[config.mk]
export PLATFORM = sky130hd
export DESIGN_NAME = priv_call_unit
export DESIGN_NICKNAME = d
export VERILOG_FILES = /design/src/rtl/pcu_pkg.sv /design/src/rtl/pcu_vector.sv /design/src/rtl/pcu_base_reg.sv /design/src/rtl/pcu_mode_fsm.sv /design/src/rtl/pcu_pc_path.sv /design/src/rtl/priv_call_unit.sv
export SDC_FILE = /design/constraint.sdc
export NUM_CORES = 1
export LEC_CHECK = 0
export CAP_MARGIN = 20
export CELL_PAD_IN_SITES_DETAIL_PLACEMENT = 1
export CELL_PAD_IN_SITES_GLOBAL_PLACEMENT = 2
export CORE_AREA = 4 4 137 139
export CTS_BUF_LIST = sky130_fd_sc_hd__clkbuf_4 sky130_fd_sc_hd__clkbuf_8
export CTS_CLUSTER_SIZE = 28
export DETAILED_ROUTE_END_ITERATION = 6
export DIE_AREA = 0 0 141 143
export DONT_BUFFER_PORTS = 1
export PLACE_DENSITY = 0.7
export SYNTH_ARGS = -nofsm -noshare
export SYNTH_HDL_FRONTEND = slang
export SYNTH_SLANG_ARGS = --single-unit
[constraint.sdc]
create_clock -name clk -period 2.19 [get_ports clk]
set_input_delay 0.219 -clock clk [delete_from_list [all_inputs] [get_ports clk]]
set_output_delay 0.219 -clock clk [all_outputs]
set_load 0.03 [all_outputs]
[src/rtl/pcu_pkg.sv]
package pcu_pkg;
    localparam int CODE_W     = 8;
    localparam int OFS_W      = 14;
    localparam int SLOT_SHIFT = 6;
    localparam int SLOT_W     = 6;

    localparam logic [OFS_W-1:0]  LOW_VEC_BASE  = 14'h1000;
    localparam logic [OFS_W-1:0]  HIGH_VEC_BASE = 14'h2000;
    localparam logic [CODE_W-1:0] USER_MASK     = 8'hBF;
    localparam logic [CODE_W-1:0] PRIV_MASK     = 8'h3F;

    typedef enum logic {
        MODE_NORMAL = 1'b0,
        MODE_PRIV   = 1'b1
    } pcu_mode_e;
endpackage

[src/rtl/pcu_vector.sv]
module pcu_vector
    import pcu_pkg::*;
(
    input  logic [CODE_W-1:0] code,
    output logic [OFS_W-1:0]  entry_ofs
);
    logic [CODE_W-1:0] masked;
    logic [SLOT_W-1:0] slot;
    logic [OFS_W-1:0]  slot_ofs;
    logic [OFS_W-1:0]  range_base;

    always_comb begin
        // Code class is chosen by bit 7; each class has its own mask.
        masked     = code[CODE_W-1] ? (code & USER_MASK) : (code & PRIV_MASK);
        slot       = masked[SLOT_W-1:0];
        slot_ofs   = OFS_W'(slot) << SLOT_SHIFT;
        range_base = masked[CODE_W-1] ? HIGH_VEC_BASE : LOW_VEC_BASE;
        entry_ofs  = range_base + slot_ofs;
    end
endmodule

[src/rtl/pcu_base_reg.sv]
module pcu_base_reg #(
    parameter int ADDR_W = 32
) (
    input  logic              clk,
    input  logic              rst_n,
    input  logic              wr_en,
    input  logic [ADDR_W-1:0] wr_data,
    output logic [ADDR_W-1:0] base_q,
    output logic              flush_q
);
    always_ff @(posedge clk) begin
        if (!rst_n) begin
            base_q  <= '0;
            flush_q <= 1'b0;
        end else begin
            if (wr_en) begin
                base_q <= wr_data;
            end
            flush_q <= wr_en;
        end
    end


    base_flush_chk: assert property (@(posedge clk) disable iff (!rst_n)
        flush_q |-> (base_q == $past(wr_data)));


    flush_pulse_chk: assert property (@(posedge clk) disable iff (!rst_n)
        !wr_en |=> !flush_q);
endmodule

[src/rtl/pcu_mode_fsm.sv]
module pcu_mode_fsm
    import pcu_pkg::*;
(
    input  logic clk,
    input  logic rst_n,
    input  logic call_req,
    input  logic ret_req,
    input  logic ret_mode,
    output logic mode_o,
    output logic swap_q
);
    pcu_mode_e state_q;
    pcu_mode_e state_d;

    // State register
    always_ff @(posedge clk) begin
        if (!rst_n) begin
            state_q <= MODE_PRIV;
        end else begin
            state_q <= state_d;
        end
    end

    // Next-state logic: call has priority over return
    always_comb begin
        state_d = state_q;
        unique case (state_q)
            MODE_NORMAL: begin
                if (call_req) begin
                    state_d = MODE_PRIV;
                end else if (ret_req) begin
                    state_d = ret_mode ? MODE_PRIV : MODE_NORMAL;
                end
            end
            MODE_PRIV: begin
                if (call_req) begin
                    state_d = MODE_PRIV;
                end else if (ret_req) begin
                    state_d = ret_mode ? MODE_PRIV : MODE_NORMAL;
                end
            end
            default: state_d = MODE_PRIV;
        endcase
    end

    // Registered outputs
    always_ff @(posedge clk) begin
        if (!rst_n) begin
            swap_q <= 1'b0;
        end else begin
            swap_q <= (state_d != state_q);
        end
    end

    assign mode_o = (state_q == MODE_PRIV);


    normal_call_swap_chk: assert property (@(posedge clk) disable iff (!rst_n)
        (call_req && !mode_o) |=> (mode_o && swap_q));


    priv_call_noswap_chk: assert property (@(posedge clk) disable iff (!rst_n)
        (call_req && mode_o) |=> (mode_o && !swap_q));


    ret_mode_chk: assert property (@(posedge clk) disable iff (!rst_n)
        (ret_req && !call_req) |=> (mode_o == $past(ret_mode)));


    idle_hold_chk: assert property (@(posedge clk) disable iff (!rst_n)
        (!call_req && !ret_req) |=> ($stable(mode_o) && !swap_q));
endmodule

[src/rtl/pcu_pc_path.sv]
module pcu_pc_path
    import pcu_pkg::*;
#(
    parameter int ADDR_W = 32
) (
    input  logic              clk,
    input  logic              rst_n,
    input  logic              call_req,
    input  logic              ret_req,
    input  logic [ADDR_W-1:0] call_pc,
    input  logic [ADDR_W-1:0] ret_addr,
    input  logic [ADDR_W-1:0] base_q,
    input  logic [OFS_W-1:0]  entry_ofs,
    input  logic              mode_now,
    output logic [ADDR_W-1:0] next_pc_q,
    output logic [ADDR_W-1:0] exc_addr_q,
    output logic              valid_q
);
    localparam logic [ADDR_W-1:0] MODE_BIT = ADDR_W'(1);

    logic [ADDR_W-1:0] call_target;
    logic [ADDR_W-1:0] saved_ret;
    logic [ADDR_W-1:0] resume_pc;

    always_comb begin
        call_target = base_q + ADDR_W'(entry_ofs);
        saved_ret   = call_pc | (mode_now ? MODE_BIT : '0);
        resume_pc   = ret_addr & ~MODE_BIT;
    end

    always_ff @(posedge clk) begin
        if (!rst_n) begin
            next_pc_q  <= '0;
            exc_addr_q <= '0;
            valid_q    <= 1'b0;
        end else begin
            valid_q <= call_req | ret_req;
            if (call_req) begin
                next_pc_q  <= call_target;
                exc_addr_q <= saved_ret;
            end else if (ret_req) begin
                next_pc_q  <= resume_pc;
            end
        end
    end


    exc_mode_chk: assert property (@(posedge clk) disable iff (!rst_n)
        call_req |=> (exc_addr_q[0] == ($past(call_pc[0]) | $past(mode_now))));


    ret_align_chk: assert property (@(posedge clk) disable iff (!rst_n)
        (ret_req && !call_req) |=> (!next_pc_q[0] && $stable(exc_addr_q)));


    pc_hold_chk: assert property (@(posedge clk) disable iff (!rst_n)
        (!call_req && !ret_req) |=> ($stable(next_pc_q) && $stable(exc_addr_q) && !valid_q));
endmodule

[src/rtl/priv_call_unit.sv]
module priv_call_unit
    import pcu_pkg::*;
#(
    parameter int ADDR_W = 32
) (
    input  logic              clk,
    input  logic              rst_n,
    input  logic              call_req,
    input  logic [7:0]        call_code,
    input  logic [ADDR_W-1:0] call_pc,
    input  logic              ret_req,
    input  logic [ADDR_W-1:0] ret_addr,
    input  logic              base_we,
    input  logic [ADDR_W-1:0] base_wdata,
    output logic [ADDR_W-1:0] next_pc,
    output logic              pc_valid,
    output logic [ADDR_W-1:0] exc_addr,
    output logic              priv_mode,
    output logic              swap_req,
    output logic              flush
);
    logic [OFS_W-1:0]  entry_ofs;
    logic [ADDR_W-1:0] base_q;

    pcu_vector u_vector (
        .code      (call_code),
        .entry_ofs (entry_ofs)
    );

    pcu_base_reg #(.ADDR_W(ADDR_W)) u_base (
        .clk     (clk),
        .rst_n   (rst_n),
        .wr_en   (base_we),
        .wr_data (base_wdata),
        .base_q  (base_q),
        .flush_q (flush)
    );

    pcu_mode_fsm u_fsm (
        .clk      (clk),
        .rst_n    (rst_n),
        .call_req (call_req),
        .ret_req  (ret_req),
        .ret_mode (ret_addr[0]),
        .mode_o   (priv_mode),
        .swap_q   (swap_req)
    );

    pcu_pc_path #(.ADDR_W(ADDR_W)) u_pc (
        .clk        (clk),
        .rst_n      (rst_n),
        .call_req   (call_req),
        .ret_req    (ret_req),
        .call_pc    (call_pc),
        .ret_addr   (ret_addr),
        .base_q     (base_q),
        .entry_ofs  (entry_ofs),
        .mode_now   (priv_mode),
        .next_pc_q  (next_pc),
        .exc_addr_q (exc_addr),
        .valid_q    (pc_valid)
    );


    call_wins_chk: assert property (@(posedge clk) disable iff (!rst_n)
        (call_req && ret_req) |=> (priv_mode && (exc_addr == ($past(call_pc) | ADDR_W'($past(priv_mode))))));


    ret_swap_chk: assert property (@(posedge clk) disable iff (!rst_n)
        (ret_req && !call_req) |=> (swap_req == ($past(priv_mode) != $past(ret_addr[0]))));
endmodule

==> metrics.md, run 1 <==
| Metric | Value |
|---|---|
| PwrDens | `~730 nW/µm²` |
| Switching part of the total | `27.1%` |
| Hold WC Path Type | `input pin to flip-flop` |
| YS warnings | `0` |
| Worst slew margin | `57.4%` |
| Post-Synth XOR/XNOR Area | `3.29%` |
| Min Clock Period, post-route | `a little over 2 ns` |
| Mapped Nets | `590` |
| MaxCap Viol Count | `0` |
| Vias | `3833` |
| Die H | `143 µm` |
| Startpoint types | `flip-flop` |
| IO Count | `between 150 and 200` |
| CP max FO | `6` |
| Setup Skew | `roughly 0.008 ns` |
| Largest family of logic cells by synthesized area | `multiplexers` |
| DR vias/cell | `between 4 and 5` |
| DP Worst Slack | `-0.197 ns` |
| Critical path capture point type | `flip-flop` |
| Max VDD drop | `353 µV` |
| Num rows | `49` |
| Syn Inst Count | `472` |
| Setup CP Type | `flip-flop to flip-flop` |
| Hold Path Cell Cnt | `2` |
| Share of layout cells above drive strength 1 | `12.8%` |
| Outcome | `completed` |
| Design Area, Final | `just under 6000 µm²` |
| Sequential share of the synthesized area | `44.3%` |
| Post-DR wirelength/cell | `19.6 µm` |
| Residual antenna-violating net count after detailed routing | `0` |
| Core area | `17700 µm²` |
| Post-Synth Adder-Cell Area | `between 2 and 3%` |
| GRT Total Usage | `about 15%` |
| Required @ worst endpoint | `2.42 ns` |
| Post-synthesis async set-or-reset flop share | `0%` |
| Crit path arrival time | `2.30 ns` |
| Leakage | `0.00238 µW` |
| Vias in the first global route | `4303` |
| Clock power share | `36.6%` |
| CTS clock-pin slew for the worst setup and hold paths | `approximately 0.1 ns` |
| Worst-case reg-to-reg path depth | `7` |
| Combinational share of power | `between 10% and 20%` |
| Final setup fails | `0` |
| Count of clock tree sinks | `100` |
| TritonCTS Buffers | `9` |
| Non-Filler Instances | `776` |
| PortBufs | `0` |
| Post-synthesis mux area share | `20.1%` |
| Initial DRC Count | `108` |
| Compound-Gate Fraction of Synth Area | `13.6%` |
| Post-Route WL | `15200 µm` |
| Die Span X | `141 µm` |
| Deepest clock path buffer count | `2` |
| WHS | `0.0307 ns` |
| Inst Count DP | `680` |
| Net switching power | `1170 µW` |
| Final cycle utilization of the critical path | `94.6%` |
| Internal power | `3150 µW` |
| Initial Util | `between 20 and 30%` |
| DIE AREA | `20200 µm²` |
| Final Max Slew Viols | `0` |
| N_diodes | `0` |
| First-pass iteration count of the detailed router | `4` |
| Hold Violations, Final | `0` |
| Hpwl dp | `9320 µm` |
| DRC violations left | `0` |
| EDFF count, synth | `0` |
| Final worst slack | `about 0.12 ns` |
| Clk_lat worst skew | `approximately 0.36 ns` |
| Largest net degree at the start of global routing | `~70` |
| CTS tree | `done` |
| Root buffer cell | `clkbuf_8` |
| NumNets Final | `660` |
| Commonest non-fill, non-tap cell in the layout | `dfxtp_1` |
| Gpl congestion | `around 0.69` |
| Slew @ Worst Pin | `0.638 ns` |
| Fmax | `483 MHz` |
| Layout area overhead | `30.9%` |
| # H-tree levels | `3` |
| Gr ovfl total | `0` |
| Netlist cell types | `50` |
| Netlist area before placement | `between 4000 and 5000 µm²` |
| Initial antenna violation count | `0` |
| Top FF cell, synth | `dfxtp_1` |
| Most frequent cells in the layout | `dfxtp_1 (99), nor2_1 (82), dlygate4sd3_1 (74)` |
| Synth Register Bits | `100` |
| Tot Pwr | `4330 µW` |
| Post-synthesis simple-gate area fraction | `approximately 13%` |
| Part of the power in registers | `50.5%` |
| DP Area | `4770 µm²` |
| First-pass GRT wire length | `roughly 23000 µm` |
| Syn Area/Cell | `9.58 µm²` |
## worst max-delay path: stages, from the launching register on
cell	delay, ns
dfxtp_1	0.33
ha_1	0.34
buf_4	0.13
o211ai_1	0.10
or3_4	0.46
a21boi_4	0.27
xnor2_1	0.20
a211oi_2	0.10
## metal layers
| layer | vias up | track usage [%] | part of all wire, % |
|---|---|---|---|
| li1 | 1808 | - | - |
| met1 | 1871 | 16.6 | 40 |
| met2 | 136 | 27.1 | 51 |
| met3 | 18 | 5.09 | 7.6 |
| met4 | 0 | 4.28 | 1.8 |
| met5 | - | 0 | 0 |
## cell families after synthesis
| family | count (synthesis) |
|---|---|
| buf+inv | 37 |
| flops | 100 |
| fa+ha+maj | 9 |
| compound gates | 94 |
| xor+xnor | 17 |
| simple gates | 126 |
| mux | 89 |
## path summary, 6_finish.rpt
kind                          from                  end  slack (ns)
setup / recovery  u_base.base_q[8]   u_pc.next_pc_q[17]        0.12
hold / removal         call_pc[19]  u_pc.exc_addr_q[19]        0.03
setup reg to reg  u_base.base_q[8]   u_pc.next_pc_q[17]        0.12
hold reg to reg   u_base.base_q[0]    u_pc.next_pc_q[0]        0.50
## flip-flops by register name, summed over array words and instances (netlist names)
signal and flops:
u_pc.next_pc_q 32, u_pc.valid_q 1, u_fsm.swap_q 1, u_base.base_q 32
u_pc.exc_addr_q 32, u_base.flush_q 1, u_fsm.mode_o 1
## power by group through the flow
stage               Sequential, µW  Clock [µW]  Combinational, µW
floorplan                     2190           0                358
global placement              2220           0                371
detailed placement            2230           0                387
CTS                           2190        1650                548
global route                  2200        1720                620
finish                        2180        1580                559
## cells in the mapped netlist, types with 7 or more instances
cell type | n | share of area, %
dfxtp_1 | 100 | 44
nor2_1 | 82 | 6.8
mux2i_1 | 73 | 16
a21oi_1 | 30 | 3.3
clkbuf_1 | 23 | 1.9
o21ai_0 | 19 | 2.1
mux2_2 | 16 | 4.0
a211oi_1 | 14 | 2.3
xor2_1 | 10 | 1.9
nor2b_1 | 9 | 1.2
ha_1 | 8 | 2.2
xnor2_1 | 7 | 1.4
## cell type report
| cell class | count | area [µm²] |
|---|---|---|
| well taps | 229 | 287 |
| fillers | 1994 | 11700 |
| inverters | 5 | 18.8 |
| clock buffers | 10 | 138 |
| clock inverters | 6 | 134 |
| multi-input cells | 335 | 2430 |
| repair buffers | 91 | 906 |
| flip-flops and latches | 100 | 2000 |
## timing repair
| action | in CTS | in global routing |
|---|---|---|
| cloned | 0 | 0 |
| gates resized for setup | 3 | 10 |
| setup endpoints to repair | 5 | 6 |
| hold endpoints to repair | 91 | 0 |
| pin swaps | 2 | 14 |
| hold buffers | 76 | 0 |
| setup buffers | 1 | 4 |
## stage by stage
stage | utilization [%] | setup TNS, ns
2_1_floorplan | - | 0
3_3_place_gp | 27.0 | -0.124
3_5_place_dp | 27.0 | -0.266
4_1_cts | 33.1 | -0.0298
5_1_grt | 33.5 | -0.000517
6_report | 33.5 | 0
(Power assumes the default switching activity.)
==> inputs of run 2 (changes only) <==
--- a/config.mk
+++ b/config.mk
@@ -15,6 +15,7 @@
 export DIE_AREA = 0 0 141 143
 export DONT_BUFFER_PORTS = 1
 export PLACE_DENSITY = 0.7
+export SETUP_SLACK_MARGIN = 0.3
 export SYNTH_ARGS = -nofsm -noshare
 export SYNTH_HDL_FRONTEND = slang
 export SYNTH_SLANG_ARGS = --single-unit
==> run 2 against run 1 <==
Via count grew 0.16%. Routed wire length grew 2.2%. Combinational power grew 10%. Sequential power is essentially flat. Cell area grew 3.8%. Worst hold slack lost 0.00086 ns. Non-clock buffer count grew 14. Largest power group unchanged.
==> metrics.md, run 2 (synthesis gave the netlist of run 1 again) <==
| Metric | Value |
|---|---|
| Outcome | `completed` |
| Residual antenna-violating net count after detailed routing | `0` |
| Num rows | `49` |
| Required @ worst endpoint | `between 2 and 2.5 ns` |
| Leakage | `0.00242 µW` |
| DIE AREA | `about 20000 µm²` |
| First-pass GRT wire length | `23300 µm` |
| TritonCTS Buffers | `9` |
| Die Span X | `around 140 µm` |
| Layout area overhead | `35.9%` |
| Post-layout util | `34.8%` |
| Buf/Inv on CP | `1` |
| CTS clock-pin slew for the worst setup and hold paths | `around 0.1 ns` |
| # H-tree levels | `3` |
| Commonest non-fill, non-tap cell in the layout | `dfxtp_1` |
| CTS tree | `done` |
| Fmax | `491 MHz` |
| Crit path arrival time | `~2.3 ns` |
| Hold Violations, Final | `0` |
| Crit-path cells | `ha_4 -> fa_2 -> a211oi_4 -> nor3_2 -> buf_12 -> o211ai_1 -> nor2b_2 -> o32ai_1` |
| DP Area | `4780 µm²` |
| IO Count | `177` |
| WP depth | `8` |
| DR vias/cell | `4.87` |
| MaxCap Viol Count | `0` |
| GRT Total Usage | `15.0%` |
| Tot Pwr | `~4200 µW` |
| Initial antenna violation count | `0` |
| Max VDD drop | `between 300 and 400 µV` |
| CP max FO | `7` |
| Regs by FF count | `u_base.base_q: 32 flops, u_pc.exc_addr_q: 32 flops, u_pc.next_pc_q: 32 flops` |
| Most frequent cells in the layout | `dfxtp_1 (91), nor2_1 (82), dlygate4sd3_1 (81)` |
| Min Clock Period, post-route | `2.04 ns` |
| Post-DR wirelength/cell | `just under 20 µm` |
| Setup Skew | `0.0163 ns` |
| Die H | `143 µm` |
| Initial Util | `25.6%` |
| NumNets Final | `674` |
| Setup CP Type | `flip-flop to flip-flop` |
| Startpoint types | `flip-flop` |
| Vias in the first global route | `4288` |
| Final Max Slew Viols | `0` |
| Critical path capture point type | `flip-flop` |
| Design Area, Final | `6150 µm²` |
| Slew @ Worst Pin | `about 0.6 ns` |
| Post-Route WL | `15500 µm` |
| Gpl congestion | `0.684` |
| Core area | `17700 µm²` |
| Share of layout cells above drive strength 1 | `17.3%` |
| Largest net degree at the start of global routing | `70` |
| DRC violations left | `0` |
| Unrepaired setup endpoints after global routing | `true` |
| CP max stage cell | `fa_2` |
| Setup TNS | `0 ns` |
| Top delay family on crit path | `compound AO/OA/AOI/OAI gates` |
| Critical Path Max Stage Delay | `0.39 ns` |
| Worst slew margin | `60.9%` |
| Inst Count DP | `678` |
| Final cycle utilization of the critical path | `93.1%` |
| Clk_lat worst skew | `0.37 ns` |
| PwrDens | `approximately 680 nW/µm²` |
| Final setup fails | `0` |
| Hold WC Path Type | `input pin to flip-flop` |
| Count of clock tree sinks | `100` |
| Hpwl dp | `9370 µm` |
| Hold Path Cell Cnt | `2` |
| Worst-case reg-to-reg path depth | `8` |
| PortBufs | `0` |
| Vias | `3839` |
| N_diodes | `0` |
| Initial DRC Count | `95` |
| Gr ovfl total | `0` |
| Root buffer cell | `clkbuf_8` |
| Fillers | `1990` |
| Non-Filler Instances | `789` |
| Deepest clock path buffer count | `2` |
| First-pass iteration count of the detailed router | `4` |
run 2: cell count changes in the layout (fill, tap and decap cells not counted), moves of 2 or more:
cell | previous run | this run
ha_4 | 1 | 7
dlygate4sd3_1 | 74 | 81
dfxtp_2 | 1 | 9
bufinv_16 | 4 | 2
dfxtp_1 | 99 | 91
buf_4 | 14 | 18
a21oi_1 | 30 | 28
ha_1 | 7 | 1
buf_6 | 0 | 2
run 2: layout make-up:
class	count	area (µm²)	area share [%]
multi-input cells	335	2560	41.7
flip-flops and latches	100	2010	32.8
repair buffers	105	1050	17.1
well taps	229	287	4.66
clock buffers	11	145	2.36
clock inverters	4	73.8	1.20
inverters	5	18.8	0.305
run 2: per-stage QoR:
step,hold WS (ns),worst slack [ns]
final,0.0299,0.152
after floorplan,0.363,0.304
after global placement,0.311,0.0641
after global routing,0.00348,0.0641
after CTS,0.000111,0.150
after detailed placement,0.317,0.0721
run 2: timing repair:
item	4_1_cts	5_1_grt
endpoints found under the setup margin	19	20
hold buffers	80	3
gates resized for setup	14	24
setup buffers	4	9
hold endpoints to repair	93	4
pin swaps	19	22
run 2: final timing paths:
path / from / endpoint / slack [ns]
worst max-delay path: u_base.base_q[6] / u_pc.next_pc_q[22] / 0.15
worst min-delay path: rst_n / u_pc.next_pc_q[30] / 0.03
worst max register to register: u_base.base_q[6] / u_pc.next_pc_q[22] / 0.15
worst min register to register: u_base.base_q[3] / u_pc.next_pc_q[3] / 0.51
run 2: power by group:
group | total, µW | leakage [µW] | internal [µW] | switching (µW)
Clock | 1350 | 0.000113 | 683 | 665
Sequential | 2190 | 0.000830 | 1940 | 255
Combinational | 615 | 0.00148 | 358 | 257
run 2: layer usage:
metal | vias to the layer above | GRT usage (%) | wire, µm | share of wire, %
met5 | - | 0 | 0 | 0
met4 | 0 | 4.69 | 235 | 1.5
met3 | 9 | 4.25 | 887 | 5.7
met2 | 108 | 27.6 | 8040 | 52
met1 | 1893 | 16.6 | 6370 | 41
li1 | 1829 | - | - | -
==> inputs of run 3 (changes only) <==
--- a/config.mk
+++ b/config.mk
@@ -8,13 +8,13 @@
 export CAP_MARGIN = 20
 export CELL_PAD_IN_SITES_DETAIL_PLACEMENT = 1
 export CELL_PAD_IN_SITES_GLOBAL_PLACEMENT = 2
-export CORE_AREA = 4 4 137 139
+export CORE_AREA = 4 4 128 130
 export CTS_BUF_LIST = sky130_fd_sc_hd__clkbuf_4 sky130_fd_sc_hd__clkbuf_8
 export CTS_CLUSTER_SIZE = 28
 export DETAILED_ROUTE_END_ITERATION = 6
-export DIE_AREA = 0 0 141 143
+export DIE_AREA = 0 0 132 134
 export DONT_BUFFER_PORTS = 1
-export PLACE_DENSITY = 0.7
+export PLACE_DENSITY = 0.77
 export SETUP_SLACK_MARGIN = 0.3
 export SYNTH_ARGS = -nofsm -noshare
 export SYNTH_HDL_FRONTEND = slang
==> constraint.sdc (replaced) <==
create_clock -name clk -period 2.59 [get_ports clk]
set_input_delay 0.259 -clock clk [delete_from_list [all_inputs] [get_ports clk]]
set_output_delay 0.259 -clock clk [all_outputs]
set_load 0.03 [all_outputs]
==> run 3 against run 2 <==
The flow now finishes with violations (hold timing). Global-route usage down 0.26 points. Cell count decreased by 15%. Register-to-register slack improved by 0.28 ns. Clock skew is 0.0026 ns lower. Clock power fell by 24%. Largest cell class unchanged.
==> metrics.md, run 3 (synthesis gave the netlist of run 1 again) <==
| Metric | Value |
|---|---|
| Hold WC Path Type | `input pin to flip-flop` |
| Layout area overhead | `12.9%` |
| Required @ worst endpoint | `2.90 ns` |
| Vias | `3433` |
| Setup CP Type | `flip-flop to flip-flop` |
| Crit-path cells | `ha_2 -> fa_2 -> a211oi_2 -> nor3_4 -> o21ai_2 -> or4_1 -> a31oi_1` |
| Die Span X | `132 µm` |
| Slew @ Worst Pin | `just under 0.7 ns` |
| CP max stage cell | `or4_1` |
| Deepest clock path buffer count | `2` |
| Count of clock tree sinks | `100` |
| Most frequent cells in the layout | `dfxtp_1 (100), nor2_1 (82), mux2i_1 (73)` |
| Unrepaired setup endpoints after global routing | `false` |
| DR vias/cell | `~5.1` |
| Num rows | `45` |
| Fmax | `about 460 MHz` |
| Leakage | `0.00205 µW` |
| IO Count | `177` |
| Worst slew margin | `54.5%` |
| DIE AREA | `between 15000 and 20000 µm²` |
| Detail Route met2 WL | `6350 µm` |
| Fillers | `1721` |
| Largest net degree at the start of global routing | `102` |
| CTS tree | `done` |
| Post-layout util | `33.7%` |
| Final setup fails | `0` |
| Initial Util | `between 20 and 30%` |
| GRT Total Usage | `between 10% and 20%` |
| Regs by FF count | `u_base.base_q: 32 flops, u_pc.exc_addr_q: 32 flops, u_pc.next_pc_q: 32 flops` |
| Residual antenna-violating net count after detailed routing | `0` |
| DP Worst Slack | `0.303 ns` |
| Hpwl dp | `8860 µm` |
| Final Max Slew Viols | `0` |
| Cts hold-fix bufs | `22` |
| Clk_lat worst skew | `~0.38 ns` |
| Post-DR wirelength/cell | `19.6 µm` |
| TritonCTS Buffers | `9` |
| Outcome | `finished, violations left` |
| Hold Violations, Final | `6` |
| DRC violations left | `0` |
| Final worst slack | `0.428 ns` |
| Initial antenna violation count | `0` |
| M1 WL | `5490 µm` |
| PortBufs | `0` |
| PwrDens | `between 600 and 700 nW/µm²` |
| Die H | `~130 µm` |
| NumNets Final | `594` |
| N_diodes | `0` |
| Share of layout cells above drive strength 1 | `11.0%` |
| First-pass iteration count of the detailed router | `4` |
| CP max FO | `6` |
| Failing checks | `hold timing` |
| Commonest non-fill, non-tap cell in the layout | `dfxtp_1` |
| Final cycle utilization of the critical path | `83.5%` |
| WHS | `-0.0100 ns` |
| Core area | `15100 µm²` |
| Gpl congestion | `0.739` |
| Gr ovfl total | `0` |
| Setup TNS | `0 ns` |
| Top Layer Used | `met4` |
| Post-Route WL | `approximately 13000 µm` |
| Initial DRC Count | `82` |
| Vias in the first global route | `3770` |
| Min Clock Period, post-route | `2.16 ns` |
| Root buffer cell | `clkbuf_8` |
| Startpoint types | `flip-flop` |
| Crit path arrival time | `around 2.5 ns` |
| Critical Path Max Stage Delay | `0.43 ns` |
| # H-tree levels | `3` |
| Max VDD drop | `243 µV` |
| CTS clock-pin slew for the worst setup and hold paths | `0.11 ns` |
| Setup Skew | `0.0137 ns` |
| Met3 wire length | `about 1100 µm` |
| Reg2Reg Setup Slack | `between 0.4 and 0.5 ns` |
| First-pass GRT wire length | `20600 µm` |
| Critical path capture point type | `flip-flop` |
| MaxCap Viol Count | `0` |
run 3: area by class of cell:
| cell class | count | area (µm²) | share of cell area, % |
|---|---|---|---|
| tap | 188 | 235 | 4.61 |
| multi-input combinational | 335 | 2400 | 47.0 |
| clock buffer | 10 | 131 | 2.57 |
| sequential | 100 | 2000 | 39.2 |
| inverter | 5 | 18.8 | 0.368 |
| timing repair buffer | 25 | 255 | 5.00 |
| clock inverter | 6 | 65.1 | 1.27 |
run 3: power breakdown:
part           switching, µW  leakage (µW)  internal (µW)  total [µW]
combinational            161       0.00114            187         348
sequential               209      0.000827           1640        1840
clock                    574     0.0000879            456        1030
total                    943       0.00205           2280        3220
run 3: routing by layer:
| layer | vias up | GRT usage (%) |
|---|---|---|
| met5 | - | 0 |
| li1 | 1675 | - |
| met1 | 1627 | 16.9 |
| met4 | 0 | 4.43 |
| met3 | 12 | 6.34 |
| met2 | 119 | 24.9 |
run 3: critical path: cells and delay by family (launching register included):
kind                     cells  cell delay [ns]
adder cells (fa/ha/maj)      2             0.48
AO/OA/AOI/OAI                3             0.43
AND/OR/NAND/NOR              2             0.83
flip-flops                   1             0.35
run 3: worst paths after layout:
kind / from / to / cells after the start
setup / recovery: u_base.base_q[6] / u_pc.next_pc_q[30] / 7
hold / removal: call_req / u_pc.next_pc_q[26] / 1
setup reg to reg: u_base.base_q[6] / u_pc.next_pc_q[30] / 7
hold reg to reg: u_base.base_q[5] / u_pc.next_pc_q[5] / 2
run 3: timing repair:
action / CTS / global route
hold endpoints to repair: 42 / 20
endpoints found under the setup margin: 1 / 14
buffers inserted: 0 / 1
pin swaps: 0 / 2
resized for setup: 1 / 6
run 3: through the flow:
stage          instances  hold slack [ns]  area [µm²]  total power, µW
6_report             669          -0.0100        5100             3220
5_1_grt              669          -0.0570        5100             3410
4_1_cts              668          -0.0617        5080             3280
3_5_place_dp         630            0.354        4650             2190
3_3_place_gp         630            0.353        4650             2170
2_1_floorplan        472            0.403        4520             2160
